[src/rtl/csr_rmw_pkg.sv]
package csr_rmw_pkg;
  typedef enum logic [2:0] {
    OP_RSV0  = 3'b000,
    OP_SWAP  = 3'b001,
    OP_SET   = 3'b010,
    OP_CLR   = 3'b011,
    OP_RSV1  = 3'b100,
    OP_SWAPI = 3'b101,
    OP_SETI  = 3'b110,
    OP_CLRI  = 3'b111
  } csr_op_e;

  localparam int FIELD_W = 5;
endpackage

[src/rtl/csr_op_decode.sv]
module csr_op_decode
  import csr_rmw_pkg::*;
#(
  parameter int XLEN     = 32,
  parameter int ADDR_W   = 12,
  parameter int NUM_REGS = 4,
  localparam int IDX_W   = $clog2(NUM_REGS)
) (
  input  logic [2:0]         op,
  input  logic [ADDR_W-1:0]  addr,
  input  logic [XLEN-1:0]    rs1_val,
  input  logic [FIELD_W-1:0] field,
  input  logic [FIELD_W-1:0] rd,
  output logic               legal,
  output logic               do_read,
  output logic               do_write,
  output logic [XLEN-1:0]    mask,
  output logic [XLEN-1:0]    value,
  output logic [IDX_W-1:0]   idx
);
  csr_op_e        kind;
  logic [XLEN-1:0] src;
  logic            mapped;
  logic            op_ok;
  logic            want_rd;
  logic            want_wr;

  assign kind   = csr_op_e'(op);
  assign src    = op[2] ? {{(XLEN-FIELD_W){1'b0}}, field} : rs1_val;
  assign mapped = (addr < ADDR_W'(NUM_REGS));
  assign idx    = addr[IDX_W-1:0];

  always_comb begin
    op_ok   = 1'b1;
    want_rd = 1'b0;
    want_wr = 1'b0;
    mask    = '0;
    value   = '0;
    unique case (kind)
      OP_SWAP, OP_SWAPI: begin
        mask    = '1;
        value   = src;
        want_rd = (rd != '0);
        want_wr = 1'b1;
      end
      OP_SET, OP_SETI: begin
        mask    = src;
        value   = '1;
        want_rd = 1'b1;
        want_wr = (field != '0);
      end
      OP_CLR, OP_CLRI: begin
        mask    = src;
        value   = '0;
        want_rd = 1'b1;
        want_wr = (field != '0);
      end
      default: op_ok = 1'b0;
    endcase
  end

  assign legal    = op_ok && mapped;
  assign do_read  = legal && want_rd;
  assign do_write = legal && want_wr;
endmodule

[src/rtl/csr_reg_bank.sv]
module csr_reg_bank #(
  parameter int XLEN     = 32,
  parameter int NUM_REGS = 4,
  localparam int IDX_W   = $clog2(NUM_REGS)
) (
  input  logic             clk,
  input  logic             rst_n,
  input  logic             wr_en,
  input  logic [IDX_W-1:0] idx,
  input  logic [XLEN-1:0]  mask,
  input  logic [XLEN-1:0]  value,
  output logic [XLEN-1:0]  old_val
);
  logic [XLEN-1:0] regs [NUM_REGS];

  for (genvar g = 0; g < NUM_REGS; g++) begin : g_entry
    always_ff @(posedge clk) begin
      if (!rst_n) begin
        regs[g] <= '0;
      end else if (wr_en && (idx == IDX_W'(g))) begin
        regs[g] <= (regs[g] & ~mask) | (value & mask);
      end
    end
  end

  assign old_val = regs[idx];
endmodule

[src/rtl/csr_rmw_unit.sv]
module csr_rmw_unit
  import csr_rmw_pkg::*;
#(
  parameter int XLEN     = 32,
  parameter int ADDR_W   = 12,
  parameter int NUM_REGS = 4,
  localparam int IDX_W   = $clog2(NUM_REGS)
) (
  input  logic              clk,
  input  logic              rst_n,
  input  logic              req_valid,
  output logic              req_ready,
  input  logic [2:0]        req_op,
  input  logic [ADDR_W-1:0] req_addr,
  input  logic [XLEN-1:0]   req_rs1_val,
  input  logic [4:0]        req_field,
  input  logic [4:0]        req_rd,
  input  logic [XLEN-1:0]   req_pc,
  output logic              rsp_valid,
  output logic              rsp_illegal,
  output logic              rsp_rd_we,
  output logic [4:0]        rsp_rd_idx,
  output logic [XLEN-1:0]   rsp_rd_data,
  output logic              csr_rd_stb,
  output logic              csr_wr_stb,
  output logic [IDX_W-1:0]  csr_stb_idx,
  output logic              flush_req,
  output logic [XLEN-1:0]   flush_pc
);
  logic             legal;
  logic             do_read;
  logic             do_write;
  logic [XLEN-1:0]  mask;
  logic [XLEN-1:0]  value;
  logic [IDX_W-1:0] idx;
  logic [XLEN-1:0]  old_val;
  logic             take;

  assign req_ready = 1'b1;
  assign take      = req_valid && req_ready;

  csr_op_decode #(
    .XLEN(XLEN), .ADDR_W(ADDR_W), .NUM_REGS(NUM_REGS)
  ) u_dec (
    .op(req_op), .addr(req_addr), .rs1_val(req_rs1_val),
    .field(req_field), .rd(req_rd),
    .legal(legal), .do_read(do_read), .do_write(do_write),
    .mask(mask), .value(value), .idx(idx)
  );

  csr_reg_bank #(
    .XLEN(XLEN), .NUM_REGS(NUM_REGS)
  ) u_bank (
    .clk(clk), .rst_n(rst_n), .wr_en(take && do_write),
    .idx(idx), .mask(mask), .value(value), .old_val(old_val)
  );

  always_ff @(posedge clk) begin
    if (!rst_n) begin
      rsp_valid   <= 1'b0;
      rsp_illegal <= 1'b0;
      rsp_rd_we   <= 1'b0;
      rsp_rd_idx  <= '0;
      rsp_rd_data <= '0;
      csr_rd_stb  <= 1'b0;
      csr_wr_stb  <= 1'b0;
      csr_stb_idx <= '0;
      flush_req   <= 1'b0;
      flush_pc    <= '0;
    end else begin
      rsp_valid   <= take;
      rsp_illegal <= take && !legal;
      rsp_rd_we   <= take && do_read && (req_rd != '0);
      csr_rd_stb  <= take && do_read;
      csr_wr_stb  <= take && do_write;
      flush_req   <= take;
      if (take) begin
        rsp_rd_idx  <= req_rd;
        rsp_rd_data <= do_read ? old_val : '0;
        csr_stb_idx <= idx;
        flush_pc    <= req_pc + XLEN'(4);
      end
    end
  end
endmodule

[config.mk]
export PLATFORM = sky130hd
export DESIGN_NAME = csr_rmw_unit
export DESIGN_NICKNAME = d
export VERILOG_FILES = /design/src/rtl/csr_rmw_pkg.sv /design/src/rtl/csr_op_decode.sv /design/src/rtl/csr_reg_bank.sv /design/src/rtl/csr_rmw_unit.sv
export SDC_FILE = /design/constraint.sdc
export NUM_CORES = 1
export LEC_CHECK = 0
export BUFFER_PORTS_ARGS = -buffer_cell sky130_fd_sc_hd__buf_2
export CAP_MARGIN = 10
export CORE_MARGIN = 1.5
export CORE_UTILIZATION = 58
export CTS_BUF_LIST = sky130_fd_sc_hd__clkbuf_8
export DETAILED_ROUTE_END_ITERATION = 10
export GPL_ROUTABILITY_DRIVEN = 0
export PLACE_DENSITY_LB_ADDON = 0.3
export SLEW_MARGIN = 20
export SYNTH_ARGS = -nofsm -noshare
export SYNTH_HDL_FRONTEND = slang
export SYNTH_SLANG_ARGS = --single-unit
export TNS_END_PERCENT = 30
[constraint.sdc]
create_clock -name clk -period 5.9 [get_ports clk]
set_input_delay 0.885 -clock clk [delete_from_list [all_inputs] [get_ports clk]]
set_output_delay 0.885 -clock clk [all_outputs]
set_load 0.01 [all_outputs]
# Word-level counts from Yosys, hierarchy flattened

Memory sizes are Yosys's and may differ from the RTL's.
Cells that the tools add are included.

$add $sub $neg: 1
$lt $le $gt $ge: 1
Equality and inequality tests: 9
Mux-type cells: 24
Bitwise gates (word level): 14
Reduce and logical (&&, ||, !) cells: 19

Operator list:

| cell                                                 | number |
|---|---|
| two-way mux 32 bit                                   | 6 |
| bitwise AND 32 bit                                   | 5 |
| bitwise OR 32 bit                                    | 4 |
| one-hot mux 32 bit (2 select lines)                  | 2 |
| adder 32 x 3 -> 32 bit (second input constant)       | 1 |
| NOT 32 bit                                           | 1 |
| two-way mux 1 bit                                    | 14 |
| < comparator 12 x 3 -> 1 bit (second input constant) | 1 |
| logical AND 1 bit                                    | 11 |
| nonzero test 5 bit                                   | 2 |
| equality test 3 bit (second input constant)          | 3 |
| equality test 3 x 2 -> 1 bit (second input constant) | 2 |
| OR reduction 6 bit                                   | 1 |
| equality test 2 bit (second input constant)          | 2 |
| bitwise OR 1 bit                                     | 4 |
| one-hot mux 1 bit (2 select lines)                   | 2 |
| OR reduction 2 bit                                   | 2 |
| OR reduction 4 bit                                   | 1 |
| equality test 3 x 1 -> 1 bit (second input constant) | 1 |
| equality test 2 x 1 -> 1 bit (second input constant) | 1 |
| zero test 2 bit                                      | 1 |
| zero test 1 bit                                      | 1 |

Flip-flop bits (word level): 76
Bits in writable memories: 128
Bits of input ports: 92
Output and inout port bits: 78
Logic and storage cells: 78
Memories kept: 1

Memory list:

| name        | depth | width | rd ports | clocked after memory_dff | wr ports | line               | source |
|---|---|---|---|---|---|---|---|
| u_bank.regs | 4     | 32    | 5        | 0                        | 4        | csr_reg_bank.sv:14 | `logic [XLEN-1:0] regs [NUM_REGS];` |

# Logic depth before layout (Yosys ltp)

Gate-level depths: netlist of the first run.

Depth in word-level cells: 11
Mapped depth: 7
Depth with buffers taken out: 5

# Hierarchy

Synthesis of the first run repeated with hierarchy kept, for this count alone.

Cells, all modules: 976
Area, all modules: 10440.0 µm²

Modules (own cells, without submodules):

| module        | instances | cells each | area an instance (µm²) |
|---|---|---|---|
| csr_reg_bank  | 1         | 483        | 6337.3 |
| csr_rmw_unit  | 1         | 315        | 3039.2 |
| csr_op_decode | 1         | 178        | 1063.5 |

# Least setup slack after synthesis of the first run

OpenSTA, ideal clock, no wires.

Kind: input-to-reg
From: input port req_op[1]
To: memory u_bank.regs[0][0], enable pin
Library setup time: 0.470 ns
Arrival: 4.160 ns
Required time: 5.430 ns
Path slack: 1.270 ns
Stages: 6
Cell sequence: buf_2 > nor2_1 > and4b_1 > buf_2 > nand3_1 > o31ai_1

RTL lines:

| item               | line               | source |
|---|---|---|
| start: declaration | csr_rmw_unit.sv:13 | `input logic [2:0] req_op,` |
| end: declaration   | csr_reg_bank.sv:14 |  |

==> qor.json, run 1 <==
{
  "crit_arrival": {"value": 3950, "unit": "ps"},
  "synth.distinct_cells": {"value": 49},
  "post_synth_inst_count": {"value": 945},
  "worst_case_clock_buffer_depth": {"value": 3},
  "unrepaired_setup_endpoints_after_global_routing": {"value": "no"},
  "post-route-drc-count": {"value": 0},
  "layout-area-overhead-vs-synth": {"value": 17.3, "unit": "%"},
  "critical_path_cell_count": {"value": 6},
  "num-fill-cells": {"value": 1250},
  "final_cells": {"value": 1354},
  "hpwlAfterDp": {"value": 16.1, "unit": "mm"},
  "ff2ff_path_depth": {"value": 3},
  "final_cell_area": {"value": 11500, "unit": "um2"},
  "antenna_found_initial": {"value": 0},
  "final_util": {"value": 0.694},
  "cts.root.buffer_cell": {"value": "clkbuf_8"},
  "timing.hold.worst.start": {"value": "rsp_rd_data[5]"},
  "synth_edf_count": {"value": 128},
  "floorplan.initialDensity": {"value": 0.592},
  "slew_margin_rel": {"value": 0.238},
  "maxSlewViolCount": {"value": 0},
  "grt_first_pass_wirelength": {"value": 40.2, "unit": "mm"},
  "most-common-layout-cells": {"value": "buf_2, nor2_1, a21oi_1, edfxtp_1, o21ai_0"},
  "run_status": {"value": "finished, final reports clean"},
  "fin_nets": {"value": 1200},
  "std_cell_rows": {"value": 47},
  "io_buffer_count": {"value": 168},
  "cts-buffers-inserted": {"value": 36},
  "postSynthAreaPerCell": {"value": 10.3, "unit": "um2"},
  "ir_worst_vdd": {"value": 0.000182, "unit": "V"},
  "final_hold_viol_count": {"value": 0},
  "timing.clock.skew": {"value": 22.5, "unit": "ps"},
  "route.detailed.wl_per_inst": {"value": 18.7, "unit": "um"},
  "holdCritPathClass": {"value": "reg2reg"},
  "tightest_slew": {"value": 1140, "unit": "ps"},
  "critical_path.cell_chain": {"value": "buf_2 -> nor2_1 -> and4b_1 -> nand3_1 -> o31ai_4 -> buf_4"},
  "grt_use_total": {"value": 0.287},
  "power.leakage": {"value": 4.56, "unit": "nW"},
  "route.antenna.remaining_nets": {"value": 0},
  "drc_marker_count_from_the_first_detailed_route_iteration": {"value": 889},
  "drt_pre_antenna_iters": {"value": 6},
  "routed-via-count": {"value": 8105},
  "cp_delay_by_family_top": {"value": "simple AND/OR/NAND/NOR gates"},
  "worstSetupEndpointType": {"value": "flip-flop"},
  "cts.sink_count": {"value": 204},
  "die_h": {"value": 133, "unit": "um"},
  "cts-resized-gates": {"value": 0},
  "r2r-end": {"value": "rsp_rd_data[0]"},
  "die_width": {"value": 133, "unit": "um"},
  "timing.critical_path.required": {"value": 6090, "unit": "ps"},
  "critPathMaxFanout": {"value": 29},
  "coreArea": {"value": 16500, "unit": "um2"},
  "final_layout_size_suffix_gt1_frac": {"value": 0.242},
  "post_cts_hold_buffer_count": {"value": 0},
  "layout_min_cycle_time": {"value": 3760, "unit": "ps"},
  "path_class": {"value": "in2reg"},
  "yosysWarnings": {"value": 0},
  "worst_path_max_delay_cell": {"value": "o31ai_4"},
  "worst-r2r-setup-slack": {"value": 4710, "unit": "ps"},
  "total_wire_length_after_detailed_routing": {"value": 25.3, "unit": "mm"},
  "final-setup-viol-count": {"value": 0},
  "post-cts-setup-buffer-count": {"value": 0},
  "synth_largest_type_area_fraction": {"value": 0.393},
  "min_delay_worst_endpoint": {"value": "rsp_rd_data[5]"},
  "worstHoldPathCells": {"value": 2},
  "dpl_cell_area": {"value": 10800, "unit": "um2"},
  "synth_area_leader_cell": {"value": "edfxtp_1"},
  "floorplan.die_area": {"value": 17600, "unit": "um2"},
  "fmax": {"value": 266, "unit": "MHz"},
  "power_density": {"value": 275, "unit": "nW/um2"},
  "cts_tree": {"value": "done"},
  "final_min_period_over_clock_period": {"value": 0.637},
  "post-place-cells": {"value": 1288},
  "crit_path_max_incr_delay": {"value": 780, "unit": "ps"},
  "synth-main-ff-cell": {"value": "edfxtp_1"},
  "ys_ff_latch": {"value": 204},
  "critical_path_buf_inv_count": {"value": 2},
  "cts_htree_levels": {"value": 2},
  "grt_max_degree": {"value": 64},
  "synthesis.area": {"value": 9780, "unit": "um2"},
  "vias_per_cell": {"value": 5.99},
  "syn-num-nets": {"value": 1038},
  "most_area_consuming_cells_after_synthesis": {"value": "edfxtp_1, dfxtp_1, mux4_2"},
  "synth-async-reset-ratio": {"value": 0},
  "mostFrequentLayoutCell": {"value": "buf_2"},
  "synth-seq-area-share": {"value": 0.549},
  "insertedDiodeCount": {"value": 0},
  "r2r-start": {"value": "u_bank.regs[0][0]"},
  "critical_path.startpoint_type": {"value": "input port"},
  "cts.clk_slew.worst_paths": {"value": 60, "unit": "ps"},
  "globalRoute.totalOverflow": {"value": 0},
  "setup_tns_final": {"value": 0, "unit": "ps"},
  "worstSkewPairLatency": {"value": 540, "unit": "ps"},
  "vias_in_the_first_global_route": {"value": 7942},
  "maxCapViolCount": {"value": 0},
  "top_level_ports": {"value": 170}
}
tightest hold or removal path: stages, from the launching register on:
cell and delay [ps]:
dfxtp_1 320, nand2_1 40, o21ai_0 50
Yosys cell counts, types with 2 or more instances:
cell,n
inv_1,36
mux2i_1,15
nand3_1,9
a21oi_1,134
nor2_1,162
or3_1,6
xor2_1,4
edfxtp_1,128
nor3_1,4
dfxtp_1,76
nor4_1,4
buf_1,3
clkbuf_1,25
nand2_1,45
a211oi_1,7
a221o_1,3
a31oi_1,15
mux4_2,32
nand4_1,10
nand2b_1,2
and4_1,4
o21ai_0,86
nand4b_2,3
o31ai_1,7
xnor2_1,9
and3_1,6
buf_2,10
a21o_1,5
buf_4,14
nor2b_1,54
and2_1,2
or4_1,8
how the worst max path moves through the flow:
stage                         start  slack (ps)                  to
final                     req_op[0]        2140  u_bank.regs[0][18]
after global placement    req_op[0]        1900  u_bank.regs[0][12]
after global routing      req_op[0]        2060  u_bank.regs[0][19]
after detailed placement  req_op[0]        1740  u_bank.regs[0][12]
after floorplan           req_op[1]        1270   u_bank.regs[0][0]
after CTS                 req_op[0]        2310  u_bank.regs[0][16]
per-stage QoR:
| step | hold slack [ps] | total power (W) | setup WS [ps] |
|---|---|---|---|
| final | 448 | 0.00316 | 2140 |
| after detailed placement | 437 | 0.00194 | 1740 |
| after floorplan | 483 | 0.00182 | 1270 |
| after global placement | 429 | 0.00193 | 1900 |
| after global routing | 465 | 0.00326 | 2060 |
| after CTS | 451 | 0.00316 | 2310 |
per-layer routing:
layer,up-vias,global-route usage,wire length (um)
met5,-,0,0
met4,0,0.107,556
met3,57,0.0517,2100
met2,393,0.478,12300
met1,3897,0.379,10400
li1,3758,-,-
logic make-up after synthesis:
group / Yosys count / synth area share
adders and majority gates: 1 / 0.00128
xor gates and xnor gates: 13 / 0.0116
buffers and inverters: 92 / 0.0429
other: 1 / 0.000383
and+or+nand+nor: 328 / 0.164
muxes: 47 / 0.0890
AOI/OAI and AO/OA: 259 / 0.142
DFF: 204 / 0.549
report_power, final:
part           total [W]  internal, W  switching (W)
combinational   0.000334     0.000131       0.000203
clock            0.00124     0.000649       0.000587
sequential       0.00159      0.00156      0.0000268
total            0.00316      0.00234       0.000816
flip-flops by register name, indices dropped and copies added (netlist names):
name,flops
u_bank.regs,128
rsp_illegal,1
flush_req,1
csr_stb_idx,2
flush_pc,32
csr_rd_stb,1
rsp_rd_we,1
rsp_rd_idx,5
rsp_rd_data,32
csr_wr_stb,1
cell type report:
| cell class | count | area [um2] | share of cell area |
|---|---|---|---|
| Timing Repair Buffer | 178 | 936 | 0.0816 |
| Multi-Input combinational cell | 649 | 4080 | 0.355 |
| Tap cell | 220 | 275 | 0.0240 |
| Clock buffer | 42 | 578 | 0.0504 |
| Sequential cell | 204 | 5370 | 0.468 |
| Inverter | 38 | 143 | 0.0124 |
| Clock inverter | 23 | 100 | 0.00872 |
No activity file was read; power rests on OpenSTA's default activity.
==> run 2: changes to the inputs <==
clock period = 3.9 ns   (was 5.9 ns; I/O delays follow)
==> run 2 against run 1 <==
Compared with the run above: clock power increased by 44%; final cell count increased by 0.52%; total power rose by 49%; combinational power is 50% higher; clock-buffer cell count decreased by 6; die area did not move; worst setup slack worse by 1000 ps; wire length is 2.8% lower; sequential power up 51%; via count fell by 2.2%; critical path depth stayed put; critical path type unchanged; largest power group unchanged.
==> qor.json, run 2 (same netlist as run 1, synthesis figures left out) <==
{
  "insertedDiodeCount": {"value": 0},
  "final_min_period_over_clock_period": {"value": 0.709},
  "route.detailed.wl_per_inst": {"value": 18.1, "unit": "um"},
  "coreArea": {"value": 16500, "unit": "um2"},
  "top_regs": {"value": "u_bank.regs: 128 flops, flush_pc: 32 flops, rsp_rd_data: 32 flops"},
  "cts-resized-gates": {"value": 0},
  "route.antenna.remaining_nets": {"value": 0},
  "final_cells": {"value": 1361},
  "power_density": {"value": 408, "unit": "nW/um2"},
  "crit_arrival": {"value": 2990, "unit": "ps"},
  "dpl_cell_area": {"value": 10900, "unit": "um2"},
  "internal_power": {"value": 0.00349, "unit": "W"},
  "post-place-cells": {"value": 1299},
  "post-cts-setup-buffer-count": {"value": 0},
  "critPathMaxFanout": {"value": 29},
  "cts_htree_levels": {"value": 2},
  "critical_path.startpoint_type": {"value": "input port"},
  "die_h": {"value": 133, "unit": "um"},
  "die_width": {"value": 133, "unit": "um"},
  "floorplan.initialDensity": {"value": 0.592},
  "number_of_flip_flops_in_the_largest_register": {"value": 128},
  "routed-via-count": {"value": 7929},
  "timing.critical_path.required": {"value": 4120, "unit": "ps"},
  "fin_nets": {"value": 1209},
  "worst_case_clock_buffer_depth": {"value": 3},
  "power_frac_clock": {"value": 0.381},
  "worstSkewPairLatency": {"value": 520, "unit": "ps"},
  "cts_tree": {"value": "done"},
  "cts-buffers-inserted": {"value": 35},
  "final_cell_area": {"value": 11500, "unit": "um2"},
  "timing.clock.skew": {"value": 20.9, "unit": "ps"},
  "fmax": {"value": 362, "unit": "MHz"},
  "total_wire_length_after_detailed_routing": {"value": 24.6, "unit": "mm"},
  "share_seq_of_total_power": {"value": 0.512},
  "power_switching": {"value": 0.00120, "unit": "W"},
  "run_status": {"value": "finished, final reports clean"},
  "slew_margin_rel": {"value": 0.362},
  "layout-area-overhead-vs-synth": {"value": 17.5, "unit": "%"},
  "final_hold_viol_count": {"value": 0},
  "worst-r2r-setup-slack": {"value": 2710, "unit": "ps"},
  "holdCritPathClass": {"value": "in2reg"},
  "mostFrequentLayoutCell": {"value": "buf_2"},
  "post_cts_hold_buffer_count": {"value": 0},
  "worstSetupEndpointType": {"value": "flip-flop"},
  "path_class": {"value": "in2reg"},
  "cts.sink_count": {"value": 204},
  "most-common-layout-cells": {"value": "buf_2, nor2_1, a21oi_1, edfxtp_1, o21ai_0"},
  "sw_frac_of_total": {"value": 0.256},
  "maxCapViolCount": {"value": 0},
  "vias_per_cell": {"value": 5.83},
  "antenna_found_initial": {"value": 0},
  "final-setup-viol-count": {"value": 0},
  "num-fill-cells": {"value": 1272},
  "cts.clk_slew.worst_paths": {"value": 60, "unit": "ps"},
  "vias_in_the_first_global_route": {"value": 7554},
  "floorplan.die_area": {"value": 17600, "unit": "um2"},
  "grt_max_degree": {"value": 61},
  "top_level_ports": {"value": 170},
  "power.leakage": {"value": 4.56, "unit": "nW"},
  "unrepaired_setup_endpoints_after_global_routing": {"value": "no"},
  "comb_power_share": {"value": 0.107},
  "io_buffer_count": {"value": 168},
  "drt_pre_antenna_iters": {"value": 5},
  "drc_marker_count_from_the_first_detailed_route_iteration": {"value": 716},
  "globalRoute.totalOverflow": {"value": 0},
  "post-route-drc-count": {"value": 0},
  "grt_first_pass_wirelength": {"value": 39.0, "unit": "mm"},
  "final_layout_size_suffix_gt1_frac": {"value": 0.248},
  "tightest_slew": {"value": 954, "unit": "ps"},
  "regMostFlops": {"value": "u_bank.regs"},
  "cts.root.buffer_cell": {"value": "clkbuf_8"},
  "ir_worst_vdd": {"value": 0.000242, "unit": "V"},
  "std_cell_rows": {"value": 47},
  "hpwlAfterDp": {"value": 16.7, "unit": "mm"},
  "grt_use_total": {"value": 0.281},
  "maxSlewViolCount": {"value": 0},
  "layout_min_cycle_time": {"value": 2760, "unit": "ps"}
}
==> run 2: cell types whose count changed in the layout (fill, tap and decap cells not counted), sizes merged <==
cell	before	now
clkbuf	42	36
clkinvlp	2	3
inv	52	49
buf	178	188
clkinv	7	11
bufinv	0	1
==> run 2: metrics by stage <==
step	power, W	TNS, ps	util	setup slack (ps)	hold WS (ps)
CTS	0.00471	0	0.695	1230	279
global placement	0.00293	0	0.657	763	431
finish	0.00469	0	0.695	1140	300
detailed placement	0.00294	0	0.657	689	440
global route	0.00487	0	0.695	1010	318
floorplan	0.00275	-30780	-	-321	483
==> run 2: final cells by class <==
type                       instances  area, um2  share of cell area
sequential                       204       5370               0.467
multi-input combinational        649       4070               0.354
timing repair buffer             188       1000              0.0873
clock buffer                      36        495              0.0431
tap                              220        275              0.0240
inverter                          38        143              0.0124
clock inverter                    26        141              0.0123
==> run 2: path summary, 6_finish.rpt <==
path	start	to	cells after the start
setup reg to reg	u_bank.regs[3][21]	rsp_rd_data[21]	3
setup / recovery	req_op[0]	u_bank.regs[0][11]	6
hold reg to reg	rsp_rd_data[27]	rsp_rd_data[27]	2
hold / removal	req_pc[1]	flush_pc[1]	3
==> run 2: metal layers <==
metal	share of wire	GRT usage	up-vias
met2	0.50	0.475	374
met1	0.41	0.366	3738
met3	0.078	0.0456	45
met5	0	0	-
li1	-	-	3772
met4	0.020	0.107	0
==> run 2: worst max-delay path: stages <==
cell and delay (ps):
buf_2 520, nor2_1 260, and4b_1 370, nand3_1 330, o31ai_4 590, buf_4 300
==> run 2: power by group through the flow <==
stage	sequential (W)	combinational (W)	clock (W)
final	0.00240	0.000502	0.00179
after global routing	0.00241	0.000550	0.00191
after CTS	0.00240	0.000500	0.00181
after detailed placement	0.00244	0.000497	0
after global placement	0.00244	0.000492	0
after floorplan	0.00245	0.000299	0
==> run 3: changes to the inputs <==
clock period = 2.55 ns   (was 3.9 ns; I/O delays follow)
==> run 3 against run 2 <==
Compared with the run above: hold slack got worse by 200 ps; combinational power up 59%; global-route usage is 0.96 points higher; final cell count grew 0.88%; sequential power is 53% higher; clock skew decreased by 1.8 ps; highest routed layer unchanged; utilization increased by 1.3 points; critical endpoint is now u_bank.regs[2][17]; clock-buffer cell count grew 3; die area unchanged; final area grew 1.9%; critical path type unchanged.
==> qor.json, run 3 (same netlist as run 1, synthesis figures left out) <==
{
  "run_status": {"value": "finished, final reports clean"},
  "num-fill-cells": {"value": 1215},
  "top_level_ports": {"value": 170},
  "cts.clk_slew.worst_paths": {"value": 60, "unit": "ps"},
  "final_util": {"value": 0.708},
  "cts_htree_levels": {"value": 2},
  "final-setup-viol-count": {"value": 0},
  "worst_case_clock_buffer_depth": {"value": 3},
  "fin_nets": {"value": 1220},
  "timing.critical_path.required": {"value": 2760, "unit": "ps"},
  "cts_tree": {"value": "done"},
  "combined_area_of_the_multi_input_logic_cells": {"value": 4080, "unit": "um2"},
  "layout-area-overhead-vs-synth": {"value": 19.7, "unit": "%"},
  "cts-buffers-inserted": {"value": 34},
  "cts.root.buffer_cell": {"value": "clkbuf_8"},
  "grt_use_total": {"value": 0.290},
  "area.sequential": {"value": 5370, "unit": "um2"},
  "grt_first_pass_wirelength": {"value": 40.3, "unit": "mm"},
  "fmax": {"value": 512, "unit": "MHz"},
  "tightest_slew": {"value": 811, "unit": "ps"},
  "holdCritPathClass": {"value": "in2reg"},
  "hpwlAfterDp": {"value": 17.0, "unit": "mm"},
  "total_wire_length_after_detailed_routing": {"value": 25.5, "unit": "mm"},
  "regMostFlops": {"value": "u_bank.regs"},
  "post-route-drc-count": {"value": 0},
  "mostFrequentLayoutCell": {"value": "buf_2"},
  "share_seq_of_total_power": {"value": 0.511},
  "post-place-cells": {"value": 1310},
  "top_regs": {"value": "u_bank.regs: 128 flops, flush_pc: 32 flops, rsp_rd_data: 32 flops"},
  "cts-resized-gates": {"value": 0},
  "most-common-layout-cells": {"value": "buf_2, nor2_1, a21oi_1, edfxtp_1, o21ai_0"},
  "route.detailed.wl_per_inst": {"value": 18.6, "unit": "um"},
  "routed-via-count": {"value": 8192},
  "timing.clock.skew": {"value": 19.1, "unit": "ps"},
  "drt_pre_antenna_iters": {"value": 5},
  "unrepaired_setup_endpoints_after_global_routing": {"value": "no"},
  "vias_in_the_first_global_route": {"value": 7891},
  "sw_frac_of_total": {"value": 0.258},
  "ir_worst_vdd": {"value": 0.000350, "unit": "V"},
  "internal_power": {"value": 0.00533, "unit": "W"},
  "critical_path.startpoint_type": {"value": "input port"},
  "vias_per_cell": {"value": 5.97},
  "io_buffer_count": {"value": 168},
  "final_hold_viol_count": {"value": 0},
  "die_width": {"value": 133, "unit": "um"},
  "path_class": {"value": "in2reg"},
  "floorplan.initialDensity": {"value": 0.592},
  "globalRoute.totalOverflow": {"value": 0},
  "postLayoutSetupSlackWorst": {"value": 596, "unit": "ps"},
  "maxSlewViolCount": {"value": 0},
  "final_min_period_over_clock_period": {"value": 0.766},
  "slew_margin_rel": {"value": 0.457},
  "worstSetupEndpointType": {"value": "flip-flop"},
  "drc_marker_count_from_the_first_detailed_route_iteration": {"value": 840},
  "floorplan.die_area": {"value": 17600, "unit": "um2"},
  "power_density": {"value": 613, "unit": "nW/um2"},
  "cts.sink_count": {"value": 204},
  "die_h": {"value": 133, "unit": "um"},
  "antenna_found_initial": {"value": 1},
  "crit_arrival": {"value": 2170, "unit": "ps"},
  "final_cells": {"value": 1373},
  "coreArea": {"value": 16500, "unit": "um2"},
  "post_cts_hold_buffer_count": {"value": 0},
  "final_layout_size_suffix_gt1_frac": {"value": 0.253},
  "std_cell_rows": {"value": 47},
  "maxCapViolCount": {"value": 0},
  "comb_power_share": {"value": 0.111},
  "power_frac_clock": {"value": 0.378},
  "route.antenna.remaining_nets": {"value": 0},
  "critPathMaxFanout": {"value": 19},
  "post-cts-setup-buffer-count": {"value": 0},
  "preCtsSetupSlack": {"value": -0.00644, "unit": "ps"},
  "power_switching": {"value": 0.00185, "unit": "W"},
  "layout_min_cycle_time": {"value": 1950, "unit": "ps"},
  "worst-r2r-setup-slack": {"value": 1390, "unit": "ps"},
  "power.leakage": {"value": 4.67, "unit": "nW"},
  "final.hold.worst_slack": {"value": 97.5, "unit": "ps"},
  "number_of_flip_flops_in_the_largest_register": {"value": 128},
  "worstSkewPairLatency": {"value": 530, "unit": "ps"},
  "grt_max_degree": {"value": 55},
  "setup_tns_final": {"value": 0, "unit": "ps"}
}
run 3: changes by cell type in the layout (fill, tap and decap cells not counted), moves of 2 or more:
cell / delta
buf_16: +2
clkinvlp_4: -2
clkbuf_8: +3
buf_12: +6
clkinv_2: -4
buf_4: +3
clkinv_1: +2
run 3: through the flow:
step	area [um2]	power [W]
2_1_floorplan	9820	0.00420
3_3_place_gp	11000	0.00449
3_5_place_dp	11100	0.00452
4_1_cts	11700	0.00719
5_1_grt	11700	0.00744
6_report	11700	0.00718
run 3: per-layer routing:
| layer | wire, um | track usage | part of all wire | up-vias |
|---|---|---|---|---|
| met1 | 10300 | 0.383 | 0.41 | 3904 |
| met5 | 0 | 0 | 0 | - |
| li1 | - | - | - | 3798 |
| met4 | 719 | 0.101 | 0.028 | 0 |
| met2 | 12200 | 0.484 | 0.48 | 433 |
| met3 | 2230 | 0.0559 | 0.088 | 57 |
run 3: critical path, cell delays in order:
cell and delay (ps):
buf_2 90, nor4_1 270, and4b_1 300, nand3_4 150, o21ai_4 700, buf_8 270
run 3: path summary, 6_finish.rpt:
path                          start                 end  cells past startpoint
setup / recovery        req_addr[7]  u_bank.regs[2][17]                      6
hold / removal            req_pc[0]         flush_pc[0]                      3
setup reg to reg  u_bank.regs[3][2]      rsp_rd_data[2]                      3
hold reg to reg     rsp_rd_data[26]     rsp_rd_data[26]                      2
run 3: area by class of cell:
cell class / instances / share of cell area
Antenna cell: 1 / 0.000214
Clock buffer: 39 / 0.0459
Clock inverter: 22 / 0.00748
Inverter: 38 / 0.0122
Multi-Input combinational cell: 649 / 0.349
Sequential cell: 204 / 0.458
Tap cell: 220 / 0.0235
Timing Repair Buffer: 200 / 0.104
run 3: power groups by stage:
stage	logic (W)	registers, W	clock network [W]
3_3_place_gp	0.000759	0.00373	0
6_report	0.000798	0.00367	0.00271
3_5_place_dp	0.000781	0.00374	0
5_1_grt	0.000873	0.00368	0.00289
2_1_floorplan	0.000460	0.00374	0
4_1_cts	0.000787	0.00367	0.00274
